--- src/rtl/pwr_seq_pkg.sv ---
package pwr_seq_pkg;
  localparam int EXP_W   = 4;
  localparam int LVL_W   = 6;
  localparam int INSTR_W = EXP_W + LVL_W;

  typedef logic [INSTR_W-1:0] instr_t;

  // field order matches instruction bits 9..4
  typedef struct packed {
    logic       isolate;
    logic       hfclk_rst;
    logic       core_rst;
    logic       pad_rst;
    logic [1:0] supply_en;
  } lvl_t;

  function automatic instr_t dflt_instr(input logic is_sleep, input int idx);
    if (!is_sleep) begin
      if (idx == 0) return 10'h3F0;
      if (idx == 1) return 10'h2F8;
      return 10'h030;
    end
    // sleep: everything up first, then drop supplies
    if (idx == 0) return 10'h3F0;
    if (idx == 1) return 10'h3C4;
    return 10'h3C0;
  endfunction
endpackage

--- src/rtl/pwr_seq_regs.sv ---
module pwr_seq_regs
  import pwr_seq_pkg::*;
#(
  parameter int                STEPS   = 8,
  parameter int                DATA_W  = 32,
  parameter logic [DATA_W-1:0] KEY_VAL = 32'h5AFEC0DE,
  parameter int                ADDR_W  = 5
) (
  input  logic                   clk_i,
  input  logic                   rst_ni,
  input  logic                   we_i,
  input  logic [ADDR_W-1:0]      addr_i,
  input  logic [DATA_W-1:0]      wdata_i,
  output logic [DATA_W-1:0]      rdata_o,
  output instr_t [STEPS-1:0]     wake_mem_o,
  output instr_t [STEPS-1:0]     sleep_mem_o,
  output logic                   armed_o
);
  localparam int KEY_ADDR = 2 * STEPS;
  localparam int STEP_W   = $clog2(STEPS);

  logic armed_q;
  logic key_hit;
  logic commit;

  assign key_hit = we_i && (addr_i == ADDR_W'(KEY_ADDR));
  assign commit  = we_i && armed_q && !key_hit;
  assign armed_o = armed_q;

  always_ff @(posedge clk_i or negedge rst_ni) begin
    if (!rst_ni)   armed_q <= 1'b0;
    else if (we_i) armed_q <= key_hit && (wdata_i == KEY_VAL);
  end

  for (genvar i = 0; i < STEPS; i++) begin : g_entry
    instr_t wk_q, sl_q;
    logic   wr_wk, wr_sl;

    assign wr_wk = commit && (addr_i == ADDR_W'(i));
    assign wr_sl = commit && (addr_i == ADDR_W'(STEPS + i));

    always_ff @(posedge clk_i or negedge rst_ni) begin
      if (!rst_ni)    wk_q <= dflt_instr(1'b0, i);
      else if (wr_wk) wk_q <= wdata_i[INSTR_W-1:0];
    end

    always_ff @(posedge clk_i or negedge rst_ni) begin
      if (!rst_ni)    sl_q <= dflt_instr(1'b1, i);
      else if (wr_sl) sl_q <= wdata_i[INSTR_W-1:0];
    end

    assign wake_mem_o[i]  = wk_q;
    assign sleep_mem_o[i] = sl_q;
  end

  always_comb begin
    rdata_o = '0;
    if (addr_i < ADDR_W'(STEPS))
      rdata_o[INSTR_W-1:0] = wake_mem_o[addr_i[STEP_W-1:0]];
    else if (addr_i < ADDR_W'(KEY_ADDR))
      rdata_o[INSTR_W-1:0] = sleep_mem_o[STEP_W'(addr_i - ADDR_W'(STEPS))];
    else if (addr_i == ADDR_W'(KEY_ADDR))
      rdata_o[0] = armed_q;
  end
endmodule

--- src/rtl/pwr_seq_ctrl.sv ---
module pwr_seq_ctrl
  import pwr_seq_pkg::*;
#(
  parameter int STEPS = 8
) (
  input  logic               clk_i,
  input  logic               rst_ni,
  input  logic               wake_req_i,
  input  logic               sleep_req_i,
  input  instr_t [STEPS-1:0] wake_mem_i,
  input  instr_t [STEPS-1:0] sleep_mem_i,
  output logic               busy_o,
  output logic               sel_o,
  output logic               step_done_o,
  output lvl_t               lvl_o
);
  localparam int CNT_W  = (1 << EXP_W) - 1;
  localparam int STEP_W = $clog2(STEPS);
  localparam logic [CNT_W:0] ONE = 1;

  logic              busy_q, sel_q;
  logic [STEP_W-1:0] step_q;
  logic [CNT_W-1:0]  cnt_q;
  instr_t            cur_q;
  logic [CNT_W:0]    lim;
  logic              at_lim, last;

  function automatic instr_t fetch(input logic s, input logic [STEP_W-1:0] idx);
    return s ? sleep_mem_i[idx] : wake_mem_i[idx];
  endfunction

  assign lim    = (ONE << cur_q[EXP_W-1:0]) - ONE;
  assign at_lim = ({1'b0, cnt_q} == lim);
  assign last   = (step_q == STEP_W'(STEPS - 1));

  always_ff @(posedge clk_i or negedge rst_ni) begin
    if (!rst_ni) begin
      busy_q <= 1'b0;
      sel_q  <= 1'b0;
      step_q <= '0;
      cnt_q  <= '0;
      cur_q  <= '0;
    end else if (!busy_q) begin
      if (wake_req_i || sleep_req_i) begin
        busy_q <= 1'b1;
        sel_q  <= !wake_req_i;           // wakeup wins a tie
        step_q <= '0;
        cnt_q  <= '0;
        cur_q  <= fetch(!wake_req_i, '0);
      end
    end else if (at_lim) begin
      cnt_q <= '0;
      if (last) begin
        busy_q <= 1'b0;
      end else begin
        step_q <= step_q + STEP_W'(1);
        cur_q  <= fetch(sel_q, step_q + STEP_W'(1));
      end
    end else begin
      cnt_q <= cnt_q + CNT_W'(1);
    end
  end

  assign busy_o      = busy_q;
  assign sel_o       = sel_q;
  assign step_done_o = busy_q && at_lim;
  assign lvl_o       = lvl_t'(cur_q[INSTR_W-1:EXP_W]);
endmodule

--- src/rtl/pwr_seq_out.sv ---
module pwr_seq_out
  import pwr_seq_pkg::*;
(
  input  logic clk_i,
  input  logic rst_ni,
  input  logic load_i,
  input  lvl_t lvl_i,
  output lvl_t lvl_o
);
  always_ff @(posedge clk_i or negedge rst_ni) begin
    if (!rst_ni)     lvl_o <= '1;
    else if (load_i) lvl_o <= lvl_i;
  end
endmodule

--- src/rtl/pwr_seq.sv ---
module pwr_seq
  import pwr_seq_pkg::*;
#(
  parameter int                STEPS   = 8,
  parameter int                DATA_W  = 32,
  parameter logic [DATA_W-1:0] KEY_VAL = 32'h5AFEC0DE,
  localparam int               ADDR_W  = $clog2(2 * STEPS + 1)
) (
  input  logic              clk_i,
  input  logic              rst_ni,
  input  logic              wake_req_i,
  input  logic              sleep_req_i,
  input  logic              reg_we_i,
  input  logic [ADDR_W-1:0] reg_addr_i,
  input  logic [DATA_W-1:0] reg_wdata_i,
  output logic [DATA_W-1:0] reg_rdata_o,
  output logic              busy_o,
  output logic [1:0]        supply_en_o,
  output logic              pad_rst_o,
  output logic              core_rst_o,
  output logic              hfclk_rst_o,
  output logic              isolate_o
);
  instr_t [STEPS-1:0] wake_mem, sleep_mem;
  logic               key_armed;
  logic               step_done;
  logic               run_sel;
  lvl_t               next_lvl, lvl_q;

  pwr_seq_regs #(
    .STEPS(STEPS), .DATA_W(DATA_W), .KEY_VAL(KEY_VAL), .ADDR_W(ADDR_W)
  ) i_regs (
    .clk_i      (clk_i),
    .rst_ni     (rst_ni),
    .we_i       (reg_we_i),
    .addr_i     (reg_addr_i),
    .wdata_i    (reg_wdata_i),
    .rdata_o    (reg_rdata_o),
    .wake_mem_o (wake_mem),
    .sleep_mem_o(sleep_mem),
    .armed_o    (key_armed)
  );

  pwr_seq_ctrl #(.STEPS(STEPS)) i_ctrl (
    .clk_i      (clk_i),
    .rst_ni     (rst_ni),
    .wake_req_i (wake_req_i),
    .sleep_req_i(sleep_req_i),
    .wake_mem_i (wake_mem),
    .sleep_mem_i(sleep_mem),
    .busy_o     (busy_o),
    .sel_o      (run_sel),
    .step_done_o(step_done),
    .lvl_o      (next_lvl)
  );

  pwr_seq_out i_out (
    .clk_i (clk_i),
    .rst_ni(rst_ni),
    .load_i(step_done),
    .lvl_i (next_lvl),
    .lvl_o (lvl_q)
  );

  assign supply_en_o = lvl_q.supply_en;
  assign pad_rst_o   = lvl_q.pad_rst;
  assign core_rst_o  = lvl_q.core_rst;
  assign hfclk_rst_o = lvl_q.hfclk_rst;
  assign isolate_o   = lvl_q.isolate;
endmodule

--- config.mk ---
export PLATFORM = sky130hd
export DESIGN_NAME = pwr_seq
export DESIGN_NICKNAME = d
export VERILOG_FILES = /design/src/rtl/pwr_seq_pkg.sv /design/src/rtl/pwr_seq_regs.sv /design/src/rtl/pwr_seq_ctrl.sv /design/src/rtl/pwr_seq_out.sv /design/src/rtl/pwr_seq.sv
export SDC_FILE = /design/constraint.sdc
export NUM_CORES = 1
export LEC_CHECK = 0
export BUFFER_PORTS_ARGS = -buffer_cell sky130_fd_sc_hd__buf_2
export CAP_MARGIN = 20
export CORE_ASPECT_RATIO = 2
export CORE_MARGIN = 3
export CORE_UTILIZATION = 55
export CTS_CLUSTER_DIAMETER = 50
export DETAILED_ROUTE_END_ITERATION = 6
export PLACE_DENSITY_LB_ADDON = 0.08
export SLEW_MARGIN = 25
export SYNTH_ARGS = -nofsm -noshare
export SYNTH_HDL_FRONTEND = slang
export SYNTH_SLANG_ARGS = --single-unit
--- constraint.sdc ---
create_clock -name clk_i -period 3.6 [get_ports clk_i]
set_input_delay 0.18 -clock clk_i [delete_from_list [all_inputs] [get_ports clk_i]]
set_output_delay 0.18 -clock clk_i [all_outputs]
set_load 0.05 [all_outputs]
==> run metrics, run 1 <==
max cap viols=0; initial antenna violation count=0; R2R setup slack=260 ps; Max Slew Vio Count=0; RSZ-0062 raised after global routing=no; die height=209.6 um; CP Launch Type=flip-flop; number of synthesized flops with an enable pin=0; Synth top cells by count=mux2_2 (191), dfrtp_1 (132), mux4_2 (70); gpl congestion=0.8606; Main synth FF type=dfrtp_1; Yosys cell types=64; H-tree depth=4; Final #Nets=977; setup TNS=0 ps; Post-Route WL=32170 um; DP HPWL=22460 um; Peak supply drop=442.6 uV; Synth area leaders=dfrtp_1 (29%), mux2_2 (19%), dfstp_2 (15%), mux4_2 (14%), nor2b_1 (1.8%); Critical Path RT=3970 ps; CORE AREA=0.02009 mm^2; register area share after synthesis=0.4395; Area Growth Syn to Fin=11.21%; CTS Root Buffer Type=clkbuf_16; Hold Vio Cnt, Final=0; number of global-route vias before repair=8464; Post-Layout Inst Area=0.01268 mm^2; Worst Reg-to-Reg Cells=10; Pwr Density=395.9 mW/mm^2; CTS Sinks=197; pin count of the biggest net entering global routing=109; count leader, synth=mux2_2; GRT Util Overall=0.2972; final worst slack=261.1 ps; Placed Area=0.01204 mm^2; first-pass GRT wire length=49270 um; Worst Path Max Fanout=18; Max Fclk=299.5 MHz; CTS tree=yes; clk slew on worst S/H paths=70 ps; post-layout minimum cycle time=3339 ps; I/O pin count=81; hold depth=4; DRT iter0 DRCs=509; crit path DAT=3710 ps; Routed Antenna Nets=0; grt ovf=0; initial core utilization=0.5674; Post-CTS Setup Bufs=0; Slew @ Worst Pin=924.0 ps; antenna cells=0; syn_area_per_cell=13.05 um^2; DR DRC count=0; Leak=5.576 nW; mapped cell area=0.01140 mm^2; DIE WIDTH=107.8 um; total power=0.005020 W; Hold Worst Slack=32.84 ps; Worst Skew=6.637 ps; DIE AREA=0.02260 mm^2; Yosys warning count=0; vias per cell=6.467; Setup violations, final=0; ys async rst share=1.000; fin crit share=0.9275; Critical Path Sink Type=flip-flop; CTS buffer count=17; max_slew headroom=0.3840; Via Count=7799; Worst Setup Path Type=flip-flop to flip-flop; layout cells sized above 1=0.5074; cell row count=73; pre-CTS WS=100.6 ps; Pre-antenna DRT Iters=5; Yosys reg bits=197; Hold Path Class=input pin to flip-flop; Synth Instances=874; cell taking the most area after synthesis=dfrtp_1; clk_lat worst skew=440 ps; Routed wire per std cell=26.68 um; share of the synthesized area in the top cell type=0.2897; status=finished clean; Port Buffers=58; clk buf depth=2
## area by class of cell
type | count | area, um^2
inverter | 5 | 18.77
multi-input combinational | 608 | 6011
timing repair buffer | 102 | 696.9
fill | 1621 | 7413
tap | 262 | 327.8
sequential | 197 | 5012
clock buffer | 19 | 442.9
clock inverter | 13 | 171.4
## cell families (layout without fill, tap and decap cells)
logic type                 count (synthesis)  after routing  synth area share
and+or+nand+nor                          188            188           0.09361
buffers and inverters                     90            139           0.04126
DFF                                      197            197            0.4395
adders and majority gates                  4              4          0.004390
xor gates and xnor gates                  19             19           0.01459
AOI/OAI and AO/OA                         94             94           0.05794
other                                      1             22         0.0003289
muxes                                    281            281            0.3484
## state kept, by name, summed over array words and instances (netlist names)
signal and cells:
i_out.lvl_o 6, i_ctrl.sel_o 1, i_regs.g_entry.sl_q 80, i_ctrl.busy_o 1
i_regs.armed_o 1, i_ctrl.cur_q 10, i_ctrl.cnt_q 15, i_ctrl.step_q 3
i_regs.g_entry.wk_q 80
## power by group
group / internal [W] / switching [W]
registers: 0.00229 / 0.000110
logic: 0.000233 / 0.000402
clock network: 0.00112 / 0.000864
total: 0.00364 / 0.00138
## through the flow
step | utilization | std cells
3_3_place_gp | 0.5989 | 1172
4_1_cts | 0.6305 | 1206
2_1_floorplan | - | 895
3_5_place_dp | 0.5989 | 1172
6_report | 0.6311 | 1206
5_1_grt | 0.6311 | 1206
## layer usage
metal / part of all wire / wire length (um) / vias to the layer above / global-route usage
met3: 0.051 / 1653 / 96 / 0.05417
met2: 0.53 / 17170 / 273 / 0.5161
met1: 0.35 / 11320 / 4029 / 0.3384
met4: 0.063 / 2034 / 0 / 0.1678
li1: - / - / 3401 / -
met5: 0 / 0 / - / 0
## what timing repair did
action                                  4_1_cts  5_1_grt
gates resized for setup                       0        2
hold buffers                                  2        0
endpoints found under the hold margin        86        0
endpoints found under the setup margin        0        7
## cell usage in the layout, fill, tap and decap left out, types with 11 or more instances in the layout
| cell type | synthesis | final |
|---|---|---|
| a211oi_1 | 18 | 18 |
| a21oi_1 | 11 | 11 |
| buf_2 | 15 | 57 |
| buf_4 | 26 | 37 |
| clkbuf_16 | 0 | 17 |
| conb_1 | 1 | 22 |
| dfrtp_1 | 132 | 131 |
| dfstp_2 | 65 | 65 |
| mux2_2 | 191 | 191 |
| mux2i_1 | 11 | 11 |
| mux4_2 | 70 | 70 |
| nand2_1 | 32 | 32 |
| nand3_1 | 16 | 16 |
| nor2_1 | 32 | 32 |
| nor2b_1 | 32 | 32 |
| nor4_1 | 12 | 12 |
| o21ai_0 | 15 | 15 |
| xor2_1 | 12 | 12 |
## critical path, cell delays in order, from the launching register on
cell     delay [ps]
dfrtp_1         410
or4_4           540
ha_1            220
buf_4           190
or3b_2          200
a21oi_1          70
or3_1           350
a32oi_1         350
and4_1          310
and2_2          260
mux2_2          370
## final timing paths
check,startpoint,end
min in group asynchronous,rst_ni,i_ctrl.cnt_q[5]
max in group asynchronous,rst_ni,i_regs.g_entry[5].sl_q[9]
worst max-delay path,i_ctrl.cur_q[3],i_out.lvl_o[5]
worst max register to register,i_ctrl.cur_q[3],i_out.lvl_o[5]
worst min register to register,i_ctrl.cur_q[5],i_ctrl.cur_q[5]
worst min-delay path,reg_wdata_i[29],i_regs.armed_o
(Power assumes the default switching activity.)
==> run 2, diff against run 1 <==
ABC_AREA = 1   (was default)
CORE_UTILIZATION = 47   (was 55)
==> run metrics, run 2 <==
Worst Path Max Fanout=14 (was 18); first-pass GRT wire length=59200 um (was 49270 um); status=finished clean (unchanged); Area Growth Syn to Fin=8.077% (was 11.21%); syn_area_per_cell=7.495 um^2 (was 13.05 um^2); ys async rst share=1.000 (unchanged); CP peak stage delay=620 ps (was 540 ps); final core utilization=0.5223 (was 0.6311); DR DRC count=0 (unchanged); DIE WIDTH=116.0 um (was 107.8 um); DIE AREA=0.02621 mm^2 (was 0.02260 mm^2); met3 wire length=1645 um (was 1653 um); Synth Instances=1517 (was 874); clk slew on worst S/H paths=70 ps (about the same); fin crit share=0.8081 (was 0.9275); Main synth FF type=dfrtp_1 (unchanged); Post-Layout Inst Area=0.01229 mm^2 (was 0.01268 mm^2); share of the synthesized area in the top cell type=0.2905 (was 0.2897); final worst slack=690.9 ps (was 261.1 ps); Synth area leaders=dfrtp_1 (29%), dfstp_2 (15%), nand2_1 (13%), o21ai_0 (11%), nand3_1 (4.8%) (was dfrtp_1 (29%), mux2_2 (19%), dfstp_2 (15%), mux4_2 (14%), nor2b_1 (1.8%)); CORE AREA=0.02353 mm^2 (was 0.02009 mm^2); Port Buffers=58 (unchanged); Synth top cells by count=nand2_1 (390), o21ai_0 (253), dfrtp_1 (132) (was mux2_2 (191), dfrtp_1 (132), mux4_2 (70)); crit path DAT=3300 ps (was 3710 ps); clk_lat worst skew=460 ps (was 440 ps); placed instance count=1770 (was 1172); Worst Skew=7.054 ps (was 6.637 ps); CTS Root Buffer Type=clkbuf_16 (unchanged); pin count of the biggest net entering global routing=123 (was 109); CP Cell Sequence=inv_2, nand3_1, ha_1, inv_2, a21oi_2, nand2_1, nand3_1, nand2_1, nor2_4, nand3_1, nand2_2, buf_4, nand4_1, nand2_1 (was or4_4, ha_1, buf_4, or3b_2, a21oi_1, or3_1, a32oi_1, and4_1, and2_2, mux2_2); Placed Area=0.01168 mm^2 (was 0.01204 mm^2); H-tree depth=4 (unchanged); number of global-route vias before repair=10.27k (was 8464); DP HPWL=26910 um (was 22460 um); most common cell after layout, fill and taps aside=nand2_1 (was mux2_2); cell taking the most area after synthesis=dfrtp_1 (unchanged); max_slew headroom=0.2549 (was 0.3840); commonest cells after routing, fill and taps aside=nand2_1 (390), o21ai_0 (253), dfrtp_1 (131), nand3_1 (110), nor2_1 (100) (was mux2_2 (191), dfrtp_1 (131), mux4_2 (70), dfstp_2 (65), buf_2 (57)); clk buf depth=2 (unchanged); Critical Path RT=3990 ps (was 3970 ps); cell row count=79 (was 73); Yosys warning count=0 (unchanged); DRT iter0 DRCs=968 (was 509); gpl congestion=0.9773 (was 0.8606); Largest regs=i_regs.g_entry.sl_q x80, i_regs.g_entry.wk_q x80, i_ctrl.cnt_q x15 (unchanged); mapped cell area=0.01137 mm^2 (was 0.01140 mm^2); max cap viols=0 (unchanged); vias per cell=5.814 (was 6.467); Routed Antenna Nets=0 (unchanged); Max Slew Vio Count=0 (unchanged); WL met2=20500 um (was 17170 um); Final #Nets=1554 (was 977); Setup violations, final=0 (unchanged); Yosys cell types=42 (was 64); pre-CTS WS=691.3 ps (was 100.6 ps); post-cts sizing count=0 (unchanged); Pwr Density=548.4 mW/mm^2 (was 395.9 mW/mm^2); Yosys reg bits=197 (unchanged); Post-CTS Setup Bufs=0 (unchanged); wl on met1=14070 um (was 11320 um); RSZ-0062 raised after global routing=no (unchanged); Leak=5.293 nW (was 5.576 nW); Pre-antenna DRT Iters=6 (was 5); Top Layer Used=met4 (unchanged); CP Launch Type=flip-flop (unchanged); Hold Vio Cnt, Final=0 (unchanged); Worst Setup Path Type=flip-flop to flip-flop (unchanged); GRT Util Overall=0.3008 (was 0.2972); Routed wire per std cell=21.14 um (was 26.68 um); Hold Path Class=input pin to flip-flop (unchanged); Via Count=10.49k (was 7799); Slew @ Worst Pin=1114 ps (was 924.0 ps); Critical Path Sink Type=flip-flop (unchanged); register area share after synthesis=0.4407 (was 0.4395); Slowest cell on crit path=dfrtp_1 (was or4_4); post-layout minimum cycle time=2909 ps (was 3339 ps); setup TNS=0 ps (unchanged); Crit path max-delay family=simple AND/OR/NAND/NOR gates (unchanged); count leader, synth=nand2_1 (was mux2_2); Post-Route WL=38150 um (was 32170 um); initial antenna violation count=0 (unchanged); die height=226.0 um (was 209.6 um); antenna cells=0 (unchanged); Non-Filler Instances=1804 (was 1206); grt ovf=0 (unchanged); worst path bufs/invs=3 (was 1); I/O pin count=81 (unchanged); CTS tree=yes (unchanged); CTS buffer count=17 (unchanged); number of synthesized flops with an enable pin=0 (unchanged); layout cells sized above 1=0.1420 (was 0.5074); Max Fclk=343.8 MHz (was 299.5 MHz); CTS Sinks=197 (unchanged); initial core utilization=0.4833 (was 0.5674); Peak supply drop=308.3 uV (was 442.6 uV)
==> run 2: changes by cell type in the layout (fill, tap and decap cells not counted), sizes merged, moves of 78 or more <==
cell and delta:
nand3 +102, nor2 +78, mux2 -200, inv +94, nand2 +370, o21ai +241
==> run 2: final cells by class <==
type | count | area [um^2]
sequential | 197 | 5015
timing repair buffer | 79 | 499.2
multi-input combinational | 1110 | 5441
tap | 283 | 354.1
inverter | 103 | 390.4
fill | 2340 | 11240
clock buffer | 22 | 464.2
clock inverter | 10 | 123.9
==> run 2: worst paths after layout <==
check / start / endpoint / slack (ps) / depth (start not counted)
max: i_ctrl.cur_q[1] / i_ctrl.cur_q[1] / 690 / 14
min: reg_wdata_i[2] / i_regs.armed_o / 40 / 3
max reg2reg: i_ctrl.cur_q[1] / i_ctrl.cur_q[1] / 690 / 14
min reg2reg: i_out.lvl_o[2] / i_out.lvl_o[2] / 470 / 2
max in group asynchronous: rst_ni / i_regs.g_entry[2].sl_q[9] / 2240 / 3
min in group asynchronous: rst_ni / i_ctrl.cnt_q[6] / 420 / 2
==> run 2: cell families (layout without fill, tap and decap cells) <==
group                    after synthesis  in the layout  synth area share
XOR/XNOR                               8              8          0.006163
buffers and inverters                231            214           0.08903
other                                  1             22         0.0003298
AO/OA/AOI/OAI                        417            417            0.2089
flip-flops                           197            197            0.4407
AND/OR/NAND/NOR                      659            659            0.2505
adder cells (fa/ha/maj)                4              4          0.004402
==> run 2: what timing repair did <==
action | CTS | global route
hold buffers | 2 | 0
hold endpoints to repair | 74 | 0
setup endpoints to repair | 0 | 0
==> run 2: power by group <==
part | switching, W | internal, W | leakage (nW)
Combinational | 0.00162 | 0.000670 | 2.54
Sequential | 0.000166 | 0.00234 | 2.47
Clock | 0.000876 | 0.00107 | 0.281
==> run 2: metrics by stage <==
stage	power (W)	hold slack, ps
after floorplan	0.004121	-115.6
after global placement	0.004806	350.5
after detailed placement	0.004811	352.7
after CTS	0.006767	27.13
after global routing	0.007100	53.34
final	0.006739	41.86
==> run 2: layer usage <==
layer / vias to the layer above / global-route usage
met3: 93 / 0.04425
met2: 352 / 0.5360
met1: 5001 / 0.3430
li1: 5043 / -
met4: 0 / 0.1525
met5: - / 0
==> run 2: worst reg2reg max path, delay by kind of cell, from the launching register on <==
kind	cells	cell delay (ps)
compound gates	1	210
fa+ha+maj	1	360
buf+inv	3	490
flops	1	620
simple gates	9	1170
==> run 3, diff against run 2 <==
clock period = 2.78 ns   (was 3.6 ns; I/O delays follow)
==> run metrics, run 3 (synthesized netlist as in run 2, its figures left out) <==
status=finished clean (unchanged); CORE AREA=0.02353 mm^2 (unchanged); die height=226.0 um (unchanged); Worst Setup Path Type=flip-flop to flip-flop (unchanged); internal power=0.005475 W (was 0.004080 W); commonest cells after routing, fill and taps aside=nand2_1 (390), o21ai_0 (253), dfrtp_1 (131), nand3_1 (110), nor2_1 (100) (unchanged); number of global-route vias before repair=10.36k (was 10.27k); Worst Path Max Fanout=13 (was 14); antenna cells=0 (unchanged); clk slew on worst S/H paths=70 ps (about the same); H-tree depth=4 (unchanged); CP Launch Type=flip-flop (unchanged); first-pass GRT wire length=58420 um (was 59200 um); DP HPWL=26530 um (was 26910 um); Clk pwr share=0.293 (was 0.288); Slew @ Worst Pin=794.2 ps (was 1114 ps); clk_lat worst skew=460 ps (about the same); Peak supply drop=642.0 uV (was 308.3 uV); Non-Filler Instances=1830 (was 1804); DRT iter0 DRCs=982 (was 968); max cap viols=0 (unchanged); Flop pwr share=0.362 (was 0.372); Routed wire per std cell=20.48 um (was 21.14 um); clk buf depth=2 (unchanged); Psw=0.003467 W (was 0.002658 W); CTS buffer count=17 (unchanged); GRT Util Overall=0.2957 (was 0.3008); setup TNS=0 ps (unchanged); CTS Root Buffer Type=clkbuf_16 (unchanged); initial core utilization=0.4833 (unchanged); Post-Route WL=37490 um (was 38150 um); CTS Sinks=197 (unchanged); Hold Path Class=input pin to flip-flop (unchanged); Final #Nets=1580 (was 1554); Max Fclk=391.4 MHz (was 343.8 MHz); Largest regs=i_regs.g_entry.sl_q x80, i_regs.g_entry.wk_q x80, i_ctrl.cnt_q x15 (unchanged); Net Sw Frac=0.3878 (was 0.3945); DIE WIDTH=116.0 um (unchanged); max_slew headroom=0.4693 (was 0.2549); gpl congestion=0.9953 (was 0.9773); combinational power share=0.346 (was 0.339); initial antenna violation count=0 (unchanged); Worst Skew=10.40 ps (was 7.054 ps); Pwr Density=710.9 mW/mm^2 (was 548.4 mW/mm^2); post-layout minimum cycle time=2555 ps (was 2909 ps); I/O pin count=81 (unchanged); layout cells sized above 1=0.1558 (was 0.1420); Via Count=10.63k (was 10.49k); cell row count=79 (unchanged); Routed Antenna Nets=0 (unchanged); vias per cell=5.808 (was 5.814); placed instance count=1795 (was 1770); Critical Path Sink Type=flip-flop (unchanged); Port Buffers=58 (unchanged); fin crit share=0.9191 (was 0.8081); Hold Vio Cnt, Final=0 (unchanged); DIE AREA=0.02621 mm^2 (unchanged); Hold Worst Slack=117.2 ps (was 41.86 ps); GRT busiest layer=met2 (unchanged); Max Slew Vio Count=0 (unchanged); Post-CTS Setup Bufs=0 (unchanged); CTS tree=yes (unchanged); Area Growth Syn to Fin=10.63% (was 8.077%); M1 GR Usage=0.3294 (was 0.3430); DR DRC count=0 (unchanged); Setup violations, final=0 (unchanged); pin count of the biggest net entering global routing=82 (was 123); Critical Path RT=3110 ps (was 3990 ps); met2 global-route usage=0.5215 (was 0.5360); grt ovf=0 (unchanged); Leak=5.470 nW (was 5.293 nW); met3 global-route usage=0.05149 (was 0.04425); most common cell after layout, fill and taps aside=nand2_1 (unchanged); crit path DAT=2890 ps (was 3300 ps); Pre-antenna DRT Iters=6 (unchanged)
-- run 3: changes by cell type in the layout (fill, tap and decap cells not counted), sizes merged --
cell	before	now
inv	103	104
dlygate4sd3	2	3
clkinvlp	2	0
bufinv	2	0
clkbuf	23	27
buf	76	101
clkinv	6	5
-- run 3: cell type report --
type / instances / area (um^2)
fill: 2348 / 10950
multi-input combinational: 1110 / 5443
sequential: 197 / 5015
inverter: 103 / 390.4
timing repair buffer: 105 / 747.0
clock buffer: 26 / 585.6
clock inverter: 6 / 43.79
tap: 283 / 354.1
-- run 3: routing by layer --
layer  up-vias  wire length [um]  part of all wire
met5         -                 0                 0
met4         0              2087             0.056
li1       5094                 -                 -
met1      5019             13540              0.36
met2       410             19840              0.53
met3       105              2014             0.054
-- run 3: what timing repair did --
action                                  4_1_cts  5_1_grt
hold endpoints to repair                     57        0
hold buffers                                  3        0
endpoints found under the setup margin        0       12
gates resized for setup                       0        1
-- run 3: power groups by stage --
| stage | Combinational (W) | Clock (W) | Sequential [W] |
|---|---|---|---|
| 2_1_floorplan | 0.00212 | 0 | 0.00321 |
| 3_5_place_dp | 0.00305 | 0 | 0.00328 |
| 5_1_grt | 0.00341 | 0.00277 | 0.00325 |
| 3_3_place_gp | 0.00303 | 0 | 0.00328 |
| 4_1_cts | 0.00306 | 0.00266 | 0.00323 |
| 6_report | 0.00309 | 0.00262 | 0.00323 |
-- run 3: path summary, 6_finish.rpt --
check | start | endpoint | slack, ps | cells past startpoint
max in group asynchronous | rst_ni | i_regs.g_entry[6].sl_q[8] | 1550 | 3
min reg2reg | i_out.lvl_o[4] | i_out.lvl_o[4] | 470 | 2
min in group asynchronous | rst_ni | i_ctrl.cnt_q[9] | 290 | 2
min | sleep_req_i | i_ctrl.cnt_q[13] | 120 | 5
max | i_ctrl.cur_q[0] | i_ctrl.cnt_q[0] | 220 | 16
max reg2reg | i_ctrl.cur_q[0] | i_ctrl.cnt_q[0] | 220 | 16
-- run 3: through the flow --
step           total power [W]  setup WS (ps)  area (um^2)  utilization
3_3_place_gp          0.006314          192.6        11910       0.5064
4_1_cts               0.008957          179.3        12570       0.5345
6_report              0.008942          224.8        12580       0.5347
3_5_place_dp          0.006332          185.6        11910       0.5064
2_1_floorplan         0.005336          516.8        11450            -
5_1_grt               0.009430         -13.30        12580       0.5347
-- run 3: worst max-delay path, cell delays in order, from the launching register on --
cell and delay [ps]:
dfrtp_1 490, nor2_4 220, nand2_2 80, ha_1 310
inv_2 100, nand2_1 50, nand2_1 90, inv_1 40
nand2_1 50, nand3_1 100, nor2_1 120, nand2_1 60
nor2_1 80, nand3_1 90, nand2_2 230, buf_4 240
o21ai_0 90
